$ cat config.mk
export PLATFORM = sky130hd
export DESIGN_NAME = bstride_xfer
export DESIGN_NICKNAME = d
export VERILOG_FILES = /design/src/rtl/bstride_pkg.sv /design/src/rtl/bstride_ea.sv /design/src/rtl/bstride_lane.sv /design/src/rtl/bstride_xfer.sv
export SDC_FILE = /design/constraint.sdc
export NUM_CORES = 1
export LEC_CHECK = 0
export ABC_AREA = 1
export BUFFER_PORTS_ARGS = -buffer_cell sky130_fd_sc_hd__buf_2
export CAP_MARGIN = 40
export CORE_MARGIN = 10
export CORE_UTILIZATION = 30
export CTS_CLUSTER_SIZE = 24
export DETAILED_ROUTE_END_ITERATION = 10
export PLACE_DENSITY_LB_ADDON = 0.05
export SLEW_MARGIN = 20
export SYNTH_ARGS = -nofsm -noshare
export SYNTH_HDL_FRONTEND = slang
export SYNTH_SLANG_ARGS = --single-unit
$ cat constraint.sdc
create_clock -name clk -period 2.5 [get_ports clk]
set_clock_uncertainty 0.05 [all_clocks]
set_input_delay 0.125 -clock clk [delete_from_list [all_inputs] [get_ports clk]]
set_output_delay 0.125 -clock clk [all_outputs]
set_load 0.05 [all_outputs]
$ cat src/rtl/bstride_pkg.sv
package bstride_pkg;
    typedef enum logic [2:0] {
        PH_IDLE    = 3'd0,
        PH_PF_HEAD = 3'd1,
        PH_DATA    = 3'd2,
        PH_PF_TAIL = 3'd3,
        PH_DONE    = 3'd4
    } phase_e;
endpackage

$ cat src/rtl/bstride_ea.sv
module bstride_ea #(
    parameter int ADDR_W = 32,
    parameter int DISP_W = 16
) (
    input  logic [ADDR_W-1:0] base,
    input  logic [DISP_W-1:0] disp,
    output logic [ADDR_W-1:0] ea
);
    localparam int EXT_W = ADDR_W - DISP_W;

    logic [ADDR_W-1:0] disp_ext;

    always_comb begin
        disp_ext = {{EXT_W{disp[DISP_W-1]}}, disp};
        ea       = base + disp_ext;
    end
endmodule

$ cat src/rtl/bstride_lane.sv
module bstride_lane #(
    parameter int BUS_W = 16
) (
    input  logic [$clog2(BUS_W/8)-1:0] sel,
    input  logic [BUS_W-1:0]           rdata,
    input  logic [7:0]                 wbyte,
    output logic [7:0]                 rbyte,
    output logic [BUS_W-1:0]           wdata
);
    localparam int LANES = BUS_W / 8;

    // Lowest address maps to the most significant lane.
    always_comb begin
        rbyte = rdata[(LANES - 1 - int'(sel)) * 8 +: 8];
    end

    for (genvar g = 0; g < LANES; g++) begin : g_rep
        assign wdata[g*8 +: 8] = wbyte;
    end
endmodule

$ cat src/rtl/bstride_xfer.sv
module bstride_xfer
    import bstride_pkg::*;
#(
    parameter int ADDR_W = 32,
    parameter int REG_W  = 32,
    parameter int DISP_W = 16,
    parameter int BUS_W  = 16,
    parameter int STRIDE = 2
) (
    input  logic              clk,
    input  logic              rst_n,
    input  logic              start,
    input  logic              to_mem,
    input  logic              is_long,
    input  logic [ADDR_W-1:0] base_addr,
    input  logic [DISP_W-1:0] disp,
    input  logic [REG_W-1:0]  reg_val,
    input  logic [ADDR_W-1:0] prog_addr,
    output logic              bus_req,
    output logic [ADDR_W-1:0] bus_addr,
    output logic              bus_write,
    output logic              bus_byte,
    output logic              bus_prog,
    output logic [BUS_W-1:0]  bus_wdata,
    input  logic [BUS_W-1:0]  bus_rdata,
    input  logic              bus_ack,
    output logic              pf_push,
    output logic [BUS_W-1:0]  pf_word,
    output logic              busy,
    output logic              done,
    output logic              result_we,
    output logic [REG_W-1:0]  result
);
    localparam int LONG_BYTES = REG_W / 8;
    localparam int WORD_BYTES = REG_W / 16;
    localparam int HALF_W     = REG_W / 2;
    localparam int CNT_W      = $clog2(LONG_BYTES + 1);
    localparam int SEL_W      = $clog2(BUS_W / 8);
    localparam int PC_STEP    = BUS_W / 8;

    typedef struct packed {
        phase_e            phase;
        logic [CNT_W-1:0]  left;
        logic              to_mem;
        logic              is_long;
        logic [ADDR_W-1:0] addr;
        logic [ADDR_W-1:0] pc;
        logic [REG_W-1:0]  shreg;
        logic [HALF_W-1:0] keep_hi;
        logic [REG_W-1:0]  result;
    } st_t;

    st_t st_d, st_q;

    logic [ADDR_W-1:0] ea;
    logic [7:0]        rbyte;
    logic [7:0]        wbyte;
    logic [REG_W-1:0]  assembled;

    bstride_ea #(.ADDR_W(ADDR_W), .DISP_W(DISP_W)) u_ea (
        .base (base_addr),
        .disp (disp),
        .ea   (ea)
    );

    assign wbyte = st_q.shreg[REG_W-1 -: 8];

    bstride_lane #(.BUS_W(BUS_W)) u_lane (
        .sel   (st_q.addr[SEL_W-1:0]),
        .rdata (bus_rdata),
        .wbyte (wbyte),
        .rbyte (rbyte),
        .wdata (bus_wdata)
    );

    assign assembled = {st_q.shreg[REG_W-9:0], rbyte};

    always_comb begin
        st_d = st_q;
        unique case (st_q.phase)
            PH_IDLE: begin
                if (start) begin
                    st_d.phase   = PH_PF_HEAD;
                    st_d.to_mem  = to_mem;
                    st_d.is_long = is_long;
                    st_d.addr    = ea;
                    st_d.pc      = prog_addr;
                    st_d.left    = is_long ? CNT_W'(LONG_BYTES) : CNT_W'(WORD_BYTES);
                    st_d.keep_hi = reg_val[REG_W-1:HALF_W];
                    if (to_mem) begin
                        st_d.shreg = is_long ? reg_val : (reg_val << HALF_W);
                    end else begin
                        st_d.shreg = '0;
                    end
                end
            end
            PH_PF_HEAD: begin
                if (bus_ack) begin
                    st_d.pc    = st_q.pc + ADDR_W'(PC_STEP);
                    st_d.phase = PH_DATA;
                end
            end
            PH_DATA: begin
                if (bus_ack) begin
                    st_d.addr  = st_q.addr + ADDR_W'(STRIDE);
                    st_d.left  = st_q.left - CNT_W'(1);
                    st_d.shreg = st_q.to_mem ? (st_q.shreg << 8) : assembled;
                    if (st_q.left == CNT_W'(1)) begin
                        st_d.phase = PH_PF_TAIL;
                        if (!st_q.to_mem) begin
                            st_d.result = st_q.is_long ? assembled
                                                       : {st_q.keep_hi, assembled[HALF_W-1:0]};
                        end
                    end
                end
            end
            PH_PF_TAIL: begin
                if (bus_ack) begin
                    st_d.pc    = st_q.pc + ADDR_W'(PC_STEP);
                    st_d.phase = PH_DONE;
                end
            end
            PH_DONE: begin
                st_d.phase = PH_IDLE;
            end
            default: begin
                st_d.phase = PH_IDLE;
            end
        endcase
    end

    always_ff @(posedge clk or negedge rst_n) begin
        if (!rst_n) begin
            st_q <= '{phase: PH_IDLE, default: '0};
        end else begin
            st_q <= st_d;
        end
    end

    always_comb begin
        bus_prog  = (st_q.phase == PH_PF_HEAD) || (st_q.phase == PH_PF_TAIL);
        bus_byte  = (st_q.phase == PH_DATA);
        bus_req   = bus_prog || bus_byte;
        bus_write = bus_byte && st_q.to_mem;
        bus_addr  = bus_prog ? st_q.pc : st_q.addr;
        pf_push   = bus_prog && bus_ack;
        pf_word   = bus_rdata;
        busy      = (st_q.phase != PH_IDLE);
        done      = (st_q.phase == PH_DONE);
        result_we = done && !st_q.to_mem;
        result    = st_q.result;
    end


    hold_until_ack_chk: assert property (@(posedge clk) disable iff (!rst_n)
        bus_req && !bus_ack |=> bus_req && $stable(bus_addr) && $stable(bus_write)
                                && $stable(bus_prog) && $stable(bus_wdata));


    data_byte_sel_chk: assert property (@(posedge clk) disable iff (!rst_n)
        bus_req && !bus_prog |-> bus_byte);


    fetch_word_sel_chk: assert property (@(posedge clk) disable iff (!rst_n)
        bus_req && bus_prog |-> !bus_byte && !bus_write);


    byte_stride_chk: assert property (@(posedge clk) disable iff (!rst_n)
        bus_req && bus_ack && bus_byte && (st_q.left > CNT_W'(1))
        |=> bus_byte && (bus_addr == $past(bus_addr) + ADDR_W'(STRIDE)));


    head_fetch_chk: assert property (@(posedge clk) disable iff (!rst_n)
        $rose(bus_byte) |-> $past(pf_push));


    tail_then_done_chk: assert property (@(posedge clk) disable iff (!rst_n)
        done |-> $past(pf_push) && !bus_req);


    done_single_chk: assert property (@(posedge clk) disable iff (!rst_n)
        done |=> !done && !busy);


    we_with_done_chk: assert property (@(posedge clk) disable iff (!rst_n)
        result_we |-> done);
endmodule

# Yosys cells after proc, flatten, opt, wreduce, memory -nomap -nowiden
# Cells that the tools add are included.
# op_classes
eq_ne	11
n_bitwise	1
muxes	19
n_reduce_logical	16
n_addsub	5
shift	1
# ops
cell	n
two-way mux 32 bit	7
one-hot mux 32 bit (2 select lines)	3
two-way mux 120 bit	1
adder 32 x 2 -> 32 bit, second input constant	2
adder 32 bit	1
indexed part select 16 x 32 -> 8 bit	1
two-way mux 3 bit	4
one-hot mux 3 bit (4 select lines)	1
two-way mux 8 bit	1
== test 3 x 1 -> 1 bit, second input constant	2
== test 3 x 2 -> 1 bit, second input constant	2
two-way mux 6 bit	1
inequality test 2 x 1 -> 1 bit, second input constant	3
inequality test 2 bit, second input constant	3
one-hot mux 3 bit (2 select lines)	1
AND reduction 3 bit	2
AND reduction 5 bit	1
AND reduction 4 bit	1
nonzero test 2 bit	2
== test 3 bit, second input constant	1
logical AND 1 bit	3
zero test 3 bit	1
nonzero test 3 bit	1
subtractor 3 x 1 -> 3 bit, second input constant	1
other kinds (6)	7
# totals
wordCells	62
register_bits	152
in_bits	134

# Logic depth before layout (Yosys ltp)
# Gate-level depths: netlist of run 1.
# depth
ltp_word	5
ltp_mapped	13
mapped_depth_nobuf	13

# Cells and area by module
# From an unflattened synthesis of run 1, not the netlist that was laid out.
# unflattened
cells_unflattened	1950
hier_area_um2	12240.5
# by_module_without_submodules
module	area_per_inst_um2	cells_each	seq_area_each_um2	n_inst
bstride_xfer	9630.5	1414	3803.6	1
bstride_ea	2384.8	494	0.0	1
bstride_lane	225.2	42	0.0	1

# Worst setup path before layout of run 1
# OpenSTA, ideal clock, no wires.
# synth_timing
path_type	register to output
from	register st_q[151] in the netlist's numbering
to	output port bus_addr[14]
stages_incl_launch_ff	8
required_ns	2.325
n_path_buf	3
slack_ns	-0.146
arrival_time_ns	2.471
cell_sequence	dfrtp_1 > inv_1 > nand2_1 > buf_4 > inv_2 > buf_2 > clkbuf_1 > o21ai_0
# synth_via
elab_chain_cells	3
# synth_rtl
element	line_no	rtl
from (decl)	bstride_xfer.sv:53	st_t st_d, st_q;
from (signal assigned)	bstride_xfer.sv:136	st_q <= st_d;
== test 3 x 1 -> 1 bit / == test 3 x 2 -> 1 bit (equally long branches)	bstride_xfer.sv:141	bus_prog = (st_q.phase == PH_PF_HEAD) || (st_q.phase == PH_PF_TAIL);
logical OR 1 bit (*)	bstride_xfer.sv:141	
net bus_prog	bstride_xfer.sv:23	output logic bus_prog,
two-way mux 32 bit (*)	bstride_xfer.sv:145	bus_addr = bus_prog ? st_q.pc : st_q.addr;
to (decl)	bstride_xfer.sv:20	output logic [ADDR_W-1:0] bus_addr,
# The timed path passes the listed nets; every way through them passes the cells marked *.

# Worst setup path in the final report of run 1
# layout_timing
from	register st_q[151] in the netlist's numbering
to	output port bus_addr[12]
# layout_via
elab_chain_cells	3
# layout_rtl
element	line_no
== test 3 x 1 -> 1 bit / == test 3 x 2 -> 1 bit (equally long branches)	bstride_xfer.sv:141
logical OR 1 bit (*)	bstride_xfer.sv:141
two-way mux 32 bit (*)	bstride_xfer.sv:145
# Mark *: on every way between the ends. The rest lies on a longest branch, timed or not.

==> metrics.yaml, run 1 <==
status: "completed"
antenna_cells: 0
vias: 12300
rsz0062_at_grt: "no"
root_buffer: "clkbuf_16"
fin_crit_sh_pct: 92.24
grt_pass1_wl_um: 71090
postSynthAreaPerCell_um2: 6.356
p_per_area_nw_per_um2: 1187
r2r_slack_ns: 0.40
layout-drive-gt1-share_pct: 16.05
top_usage_layer: "met2"
ys_seq_elements: 152
ant_nets: 0
grt_max_degree: 61
crit_required_ns: 2.33
rows: 72
regArea_um2: 3804
cp-end-kind: "primary output"
clk_path_buf_depth: 2
final_nets: 2257
viasPerCell: 4.697
cap_viol_max_count: 0
async_flop_share_pct: 100.0
fin_ws_ns: 0.1939
grt_pass1_vias: 12340
initial_core_util_pct: 30.51
drt_wl_total_um: 45610
grt_util_met2_pct: 33.00
track_usage_pct: 18.85
coreArea_um2: 38920
slew_headroom_pct: 46.56
power.leakage_nw: 7.420
cp_max_fo: 49
drc: 0
overflow: 0
synth_edf_count: 0
first_iter_violations: 746
cp_data_arrival_time_ns: 2.13
place_ws_ns: 0.3216
yosysSeqAreaShare_pct: 32.04
finalHoldViolCount: 0
setup_viol: 0
syn-num-nets: 2038
layout_commonest_cell: "nand2_1"
period_minus_slack_ns: 2.306
clkTransAtPathRegs_ns: 0.06
post-dp-hpwl_um: 35890
worst_pin_slew_ns: 0.8017
power_w: 0.01710
fill_cells: 4348
path_class: "flip-flop to primary output"
met1_usage_pct: 23.72
clkLatencyLatePin_ns: 0.45
netlist_area_um2: 11870
dieArea_um2: 47930
die_w_um: 218.9
use_met3_pct: 3.287
drv_slew: 0
numCtsBuffers: 17
antenna_found_initial: 0
htreeDepth: 4
synthCells: 1868
max_freq_mhz: 433.6
ys_types: 47
first_pass_iters: 7
area_delta_synth_final_pct: 21.35
gp_congestion: 0.8351
ys_warn_count: 0
num_io_pins: 238
crit_path_start_kind: "flip-flop"
layout_common_cells: "nand2_1, buf_2, inv_1"
die_y_um: 218.9
peakVddDrop_mv: 1.282
multi_input_area_um2: 6437
cts_tree: "built"
min_path_type: "input port to flip-flop"
wl_per_cell_um: 17.42
synth_ff_type: "dfrtp_1"
cts.sinks: 152
io_buffers: 237
-- Yosys cell counts (11+ instances only) --
library cell  number  area [um^2]
xor2_1            21        183.9
ha_1              35        437.9
nor3_1            30        150.1
buf_2             25        125.1
nand3_1           93        465.5
o21ai_0          115        575.6
clkbuf_1          31        116.4
a21oi_1          138        690.7
nor2_1           160        600.6
nand2_1          652         2447
inv_1            219        822.0
o22ai_1           11        68.82
buf_4             71        533.0
a31oi_1           17        106.4
dfrtp_1          152         3804
-- path summary, 6_finish.rpt --
path	to	from	cells past startpoint
worst min-delay path	result[5]	bus_rdata[5]	4
min in group asynchronous	result[0]	rst_n	2
worst min register to register	result[31]	result[31]	2
max in group asynchronous	st_q[107]	rst_n	3
worst max register to register	result[10]	st_q[149]	8
worst max-delay path	bus_addr[12]	st_q[151]	5
-- critical path, stage by stage, from the launching register on --
cell,delay [ns]
dfrtp_1,0.42
inv_1,0.13
nand2_2,0.16
buf_12,0.22
o21ai_0,0.39
buf_2,0.35
-- kinds of logic after synthesis --
| family | Yosys count | share of synthesized area [%] |
|---|---|---|
| flops | 152 | 32.04 |
| buf+inv | 358 | 13.85 |
| simple gates | 981 | 33.85 |
| fa+ha+maj | 36 | 3.857 |
| xor+xnor | 24 | 1.771 |
| compound gates | 309 | 13.88 |
| mux | 8 | 0.7588 |
-- what timing repair did --
item / CTS / global route
gates resized for setup: 1 / 1
cloned: 0 / 0
hold buffers: 64 / 0
endpoints found under the setup margin: 1 / 3
buffers inserted: 0 / 0
endpoints found under the hold margin: 115 / 0
-- flip-flops by register name, indices dropped and copies added, names as in the netlist --
signal	cells
assembled	24
result	32
st_q	96
-- metrics by stage --
stage          hold WS (ns)  std cells  util [%]  TNS [ns]  cell area [um^2]
3_5_place_dp         0.1284       2522     33.85         0             13170
5_1_grt             0.02983       2618     37.02         0             14410
6_report            0.01260       2618     37.02         0             14410
2_1_floorplan       -0.2206       1868         -    -1.170             11870
3_3_place_gp         0.1309       2522     33.85         0             13170
4_1_cts           0.0004207       2618     37.01         0             14410
-- routing by layer --
metal,wire length [um],up-vias
li1,-,6309
met2,22700,241
met4,534,0
met5,0,-
met1,20440,5715
met3,1932,32
-- layout make-up --
class,instances,share of cell area (%)
Sequential cell,152,26.40
Clock buffer,21,3.126
Tap cell,518,4.498
Inverter,230,6.027
Multi-Input combinational cell,1358,44.68
Timing Repair Buffer,328,14.30
Clock inverter,11,0.9640
-- power by group --
group          total [W]  switching (W)  leakage [nW]  internal, W
Combinational    0.00965        0.00709          5.21      0.00256
Sequential       0.00472        0.00116          1.93      0.00356
Clock            0.00273        0.00120         0.281      0.00152
No activity file was read; power rests on OpenSTA's default activity.
==> inputs of run 2 (changes only) <==
- HOLD_SLACK_MARGIN: unset -> 0.1
==> run 2 against run 1 <==
Largest cell class unchanged. Wire length is 0.49% higher. Setup slack better by 0.0040 ns. Cell area up 1.3%. Highest routed layer unchanged. Combinational power increased by 0.7%. Die area unchanged. Worst hold slack improved by 0.080 ns. Power increased by 0.41%. Core utilization is 0.49 points higher. Via count increased by 0.45%.
==> metrics.yaml, run 2 (synthesis gave the netlist of run 1 again) <==
status: "completed"
area_delta_synth_final_pct: 22.95
dieArea_um2: 47930  # unchanged
fill_cells: 4332  # -0.37%
overflow: 0  # unchanged
cts.sinks: 152  # unchanged
path_class: "flip-flop to primary output"
antenna_found_initial: 0  # unchanged
drv_slew: 0  # unchanged
instances_no_fill: 2637  # +0.73%
coreArea_um2: 38920  # unchanged
vias: 12350  # +0.45%
cp_data_arrival_time_ns: 2.13  # about the same
fin_util_pct: 37.51  # +0.49 points
clk_path_buf_depth: 2  # unchanged
drt_wl_total_um: 45830  # +0.49%
die_w_um: 218.9  # unchanged
rows: 72  # unchanged
hold_ws_ns: 0.09267  # +0.08007 ns
path_cells: "inv_1, nand2_2, buf_12, o21ai_0, buf_2"
worst_pin_slew_ns: 0.7733  # -0.02837 ns
layout_common_cells: "nand2_1, buf_2, inv_1"
drc: 0  # unchanged
finalHoldViolCount: 0  # unchanged
track_usage_pct: 18.93  # +0.085 points
slew_headroom_pct: 48.45  # +1.9 points
max_freq_mhz: 434.4  # +0.17%
htreeDepth: 4  # unchanged
crit_path_start_kind: "flip-flop"
power.leakage_nw: 7.499  # +1.1%
min_path_type: "input port to flip-flop"
critPathSlowestCell: "dfrtp_1"
initial_core_util_pct: 30.51  # unchanged
clkTransAtPathRegs_ns: 0.07  # about the same
die_y_um: 218.9  # unchanged
clkLatencyLatePin_ns: 0.45  # about the same
crit_required_ns: 2.33  # about the same
regMostFlops: "st_q"
cts_tree: "built"
layout_commonest_cell: "nand2_1"
layout-drive-gt1-share_pct: 15.90  # -0.14 points
peakVddDrop_mv: 1.300  # +1.4%
largest_reg_flops: 96  # unchanged
gp_congestion: 0.8351  # unchanged
setup_viol: 0  # unchanged
p_per_area_nw_per_um2: 1176  # -0.90%
ant_nets: 0  # unchanged
cap_viol_max_count: 0  # unchanged
cts_setup_buffers: 0  # unchanged
wl_per_cell_um: 17.38  # -0.24%
cp-end-kind: "primary output"
first_pass_iters: 6  # -1
antenna_cells: 0  # unchanged
rsz0062_at_grt: "no"
cp_max_fo: 49  # unchanged
grt_pass1_vias: 12430  # +0.70%
fin_ws_ns: 0.1979  # +0.003976 ns
root_buffer: "clkbuf_16"
first_iter_violations: 748  # +0.27%
fin_crit_sh_pct: 92.09  # -0.16 points
final_nets: 2276  # +0.84%
dpl.cell_count: 2522  # unchanged
numCtsBuffers: 17  # unchanged
cpPeakStageDelay_ns: 0.42  # about the same
io_buffers: 237  # unchanged
viasPerCell: 4.684  # -0.28%
grt_pass1_wl_um: 71460  # +0.52%
place_ws_ns: 0.3216  # unchanged
num_io_pins: 238  # unchanged
period_minus_slack_ns: 2.302  # -0.003976 ns
grt_max_degree: 61  # unchanged
post-dp-hpwl_um: 35890  # unchanged
## run 2: cell count changes in the layout (fill, tap and decap cells not counted), sizes merged
cell,before,now
dlygate4sd3,64,83
## run 2: report_power, final
part / total [W] / internal [W] / switching, W
clock: 0.00273 / 0.00152 / 0.00120
sequential: 0.00472 / 0.00356 / 0.00116
combinational: 0.00972 / 0.00261 / 0.00710
## run 2: metal layers
metal,part of all wire (%),GRT usage (%),up-vias
li1,-,-,6347
met1,45,23.82,5732
met2,50,33.10,239
met3,4.0,3.274,34
met4,1.3,4.160,0
met5,0,0,-
## run 2: layout make-up
cell class	count	area, um^2	area share, %
timing repair buffer	347	2251	15.42
tap	518	648.1	4.440
clock inverter	11	138.9	0.9514
inverter	230	868.3	5.948
sequential	152	3804	26.06
clock buffer	21	450.4	3.086
multi-input combinational	1358	6437	44.10
## run 2: stage by stage
step | area (um^2) | setup TNS (ns) | total power [W]
after floorplan | 11870 | -1.170 | 0.01190
after global placement | 13170 | 0 | 0.01439
after detailed placement | 13170 | 0 | 0.01443
after CTS | 14600 | 0 | 0.01739
after global routing | 14600 | 0 | 0.01844
final | 14600 | 0 | 0.01717
## run 2: final timing paths
kind	startpoint	to	slack [ns]	cells after the start
max reg2reg	st_q[149]	result[10]	0.40	8
max	st_q[151]	bus_addr[12]	0.20	5
min	disp[0]	st_q[112]	0.09	4
min in group asynchronous	rst_n	result[0]	0.20	2
min reg2reg	result[31]	result[31]	0.42	2
max in group asynchronous	rst_n	st_q[107]	1.48	3
## run 2: repair_timing
item | CTS | global route
resized for setup | 1 | 1
hold endpoints to repair | 169 | 0
pin swaps | 0 | 0
setup endpoints to repair | 1 | 3
hold buffers | 83 | 0
## run 2: worst max-delay path: cells and delay by family (launching register included)
family	cells	cell delay [ns]
buffers and inverters	3	0.70
AOI/OAI and AO/OA	1	0.38
and+or+nand+nor	1	0.16
DFF	1	0.42
==> inputs of run 3 (changes only) <==
- ABC_AREA: 1 -> unset
- RECOVER_POWER: unset -> 25
==> run 3 against run 2 <==
Area after synthesis is 13% lower. The flow now finishes with violations (capacitance limit, slew limit). Largest power group unchanged. Synthesized cell count fell by 31%. Critical endpoint is now st_q[142]. Core utilization is 3.1 points higher. Clock-buffer cell count shrank 4.
==> metrics.yaml, run 3 <==
status: "finished with violations"
violations: "capacitance limit, slew limit"
setup_viol: 0  # unchanged
ff2ff_path_depth: 9  # +1
peakVddDrop_mv: 0.8533  # -34%
finalHoldViolCount: 0  # unchanged
regMostFlops: "st_q"
ant_nets: 0  # unchanged
layout_commonest_cell: "buf_2"
numCtsBuffers: 17  # unchanged
crit_path_start_kind: "flip-flop"
synth_edf_count: 0  # unchanged
track_usage_pct: 18.11  # -0.82 points
cp_data_arrival_time_ns: 2.60  # +0.47 ns
root_buffer: "clkbuf_16"
clk_path_buf_depth: 2  # unchanged
yosysSeqAreaShare_pct: 36.78  # +4.7 points
r2r_slack_ns: 0.17  # -0.23 ns
coreArea_um2: 33780  # -13%
cp_max_fo: 6  # -88%
worst_pin_slew_ns: 1.881  # +1.108 ns
largest_reg_flops: 96  # unchanged
cts_setup_buffers: 0  # unchanged
place_ws_ns: -0.3516  # -0.6731 ns
ys_warn_count: 0  # unchanged
rsz0062_at_grt: "no"
synth_area_leaders: "dfrtp_1, nand2_1, a21oi_1"
grt_pass1_wl_um: 60130  # -16%
synth_ff_type: "dfrtp_1"
r2r_start: "st_q[113]"
slew_headroom_pct: -25.42  # -74 points
crit_required_ns: 2.77  # +0.44 ns
path_class: "flip-flop to flip-flop"
cap_viol_max_count: 1  # +1
drv_slew: 62  # +62
post-dp-hpwl_um: 29070  # -19%
wl_per_cell_um: 18.81  # +8.3%
first_iter_violations: 637  # -15%
first_pass_iters: 5  # -1
fin_crit_sh_pct: 93.27  # +1.2 points
max_freq_mhz: 428.9  # -1.3%
layout-drive-gt1-share_pct: 25.77  # +9.9 points
num_io_pins: 238  # unchanged
synthCells: 1282  # -31%
drt_wl_total_um: 38790  # -15%
viasPerCell: 4.986  # +6.5%
rows: 67  # -6.9%
path_cells: "buf_4, and3_1, and3_1, nand3_1, nor2_1, nand3_1, o21ai_0, nand2_1, a221o_1"
antenna_cells: 0  # unchanged
cp-end-kind: "flip-flop"
io_buffers: 237  # unchanged
drc: 0  # unchanged
overflow: 0  # unchanged
synth_top_area_share_pct: 36.78  # +4.7 points
clkTransAtPathRegs_ns: 0.07  # about the same
vias: 10280  # -17%
crit_buf_inv: 1  # -2
cp_top_family: "simple AND/OR/NAND/NOR gates"
antenna_found_initial: 0  # unchanged
fin_ws_ns: 0.1683  # -0.02958 ns
htreeDepth: 4  # unchanged
syn-num-nets: 1452  # -29%
clkLatencyLatePin_ns: 0.44  # about the same
power_w: 0.01682  # -2.0%
min_path_type: "input port to flip-flop"
gp_congestion: 0.8285  # -0.79%
postSynthAreaPerCell_um2: 8.067  # +27%
ys_seq_elements: 152  # unchanged
cpPeakStageDelay_ns: 0.42  # about the same
yosysMostFrequentCell: "nand2_1"
final_nets: 1771  # -22%
grt_max_degree: 65  # +6.6%
worst_r2r_endpoint: "st_q[142]"
hold_start: "base_addr[29]"
async_flop_share_pct: 100.0  # unchanged
layout_common_cells: "buf_2, nand2_1, dfrtp_1"
cts.sinks: 152  # unchanged
setup-tns-final_ns: 0  # unchanged
holdPathStages: 4  # unchanged
min_to: "st_q[141]"
die_w_um: 205.7  # -6.1%
p_per_area_nw_per_um2: 1227  # +4.3%
area_delta_synth_final_pct: 32.56
power.leakage_nw: 6.429  # -14%
die_y_um: 205.7  # -6.1%
synth_area_leader_cell: "dfrtp_1"
initial_core_util_pct: 30.61  # +0.11 points
netlist_area_um2: 10340  # -13%
period_minus_slack_ns: 2.332  # +0.02958 ns
grt_pass1_vias: 10200  # -18%
ys_top_cells_by_count: "nand2_1, dfrtp_1, nor2_1"
cts_tree: "built"
critPathSlowestCell: "dfrtp_1"
dieArea_um2: 42300  # -12%
ys_types: 68  # +45%
## run 3: changes by cell type in the layout (fill, tap and decap cells not counted), sizes merged, moves of 13 or more
cell,previous run,this run
a221oi,0,20
nand2,656,199
o21ai,119,97
mux2,8,25
nand3,95,35
buf,264,337
a21o,2,15
mux2i,0,34
inv,234,31
nor2,169,148
and3,1,20
## run 3: area by class of cell
class / instances / area, um^2
fillers: 3504 / 20070
multi-input cells: 968 / 5677
flip-flops and latches: 152 / 3806
repair buffers: 436 / 3004
well taps: 448 / 560.5
clock buffers: 17 / 425.4
clock inverters: 15 / 138.9
inverters: 26 / 97.59
## run 3: power by group
group / switching, W / internal [W] / leakage, nW
combinational: 0.00665 / 0.00299 / 4.28
sequential: 0.00104 / 0.00360 / 1.89
clock: 0.00123 / 0.00131 / 0.266
## run 3: worst reg2reg max path, delay by kind of cell (launching register included)
family	cells	cell delay, ns
simple gates	6	1.05
compound gates	2	0.54
flops	1	0.42
buf+inv	1	0.15
## run 3: cells by family after synthesis
| family | Yosys count | synth area share [%] |
|---|---|---|
| XOR/XNOR | 28 | 2.371 |
| buffers and inverters | 162 | 8.674 |
| AND/OR/NAND/NOR | 481 | 20.41 |
| flip-flops | 152 | 36.78 |
| multiplexers | 59 | 6.013 |
| AO/OA/AOI/OAI | 364 | 21.33 |
| adder cells (fa/ha/maj) | 36 | 4.428 |
## run 3: timing repair
action | in CTS | in global routing
resized for setup | 0 | 5
endpoints found under the hold margin | 145 | 0
setup endpoints to repair | 0 | 7
hold buffers | 89 | 0
## run 3: worst max-delay path by stage
stage                 startpoint           end  slack [ns]  depth (start not counted)
finish                 st_q[113]     st_q[142]        0.17                          9
floorplan           base_addr[0]     st_q[142]        0.04                         11
global placement    base_addr[0]     st_q[142]       -0.28                         12
global route        base_addr[0]     st_q[142]        0.01                         12
CTS                    st_q[151]  bus_addr[16]        0.09                          5
detailed placement  base_addr[0]     st_q[142]       -0.35                         12
## run 3: layer usage
layer	vias to the layer above	track usage, %	routed length, um
met5	-	0	0
met1	4861	27.86	20160
met2	277	25.26	16080
li1	5129	-	-
met4	0	3.413	296
met3	15	3.680	2251
## run 3: per-stage QoR
stage | std cells | hold WS (ns) | utilization, % | area [um^2]
finish | 2062 | 0.1757 | 40.58 | 13710
global route | 2062 | 0.2001 | 40.58 | 13710
CTS | 2062 | 0.1608 | 40.58 | 13710
detailed placement | 1941 | 0.1526 | 36.27 | 12250
global placement | 1941 | 0.1526 | 36.27 | 12250
floorplan | 1282 | -0.2206 | - | 10340
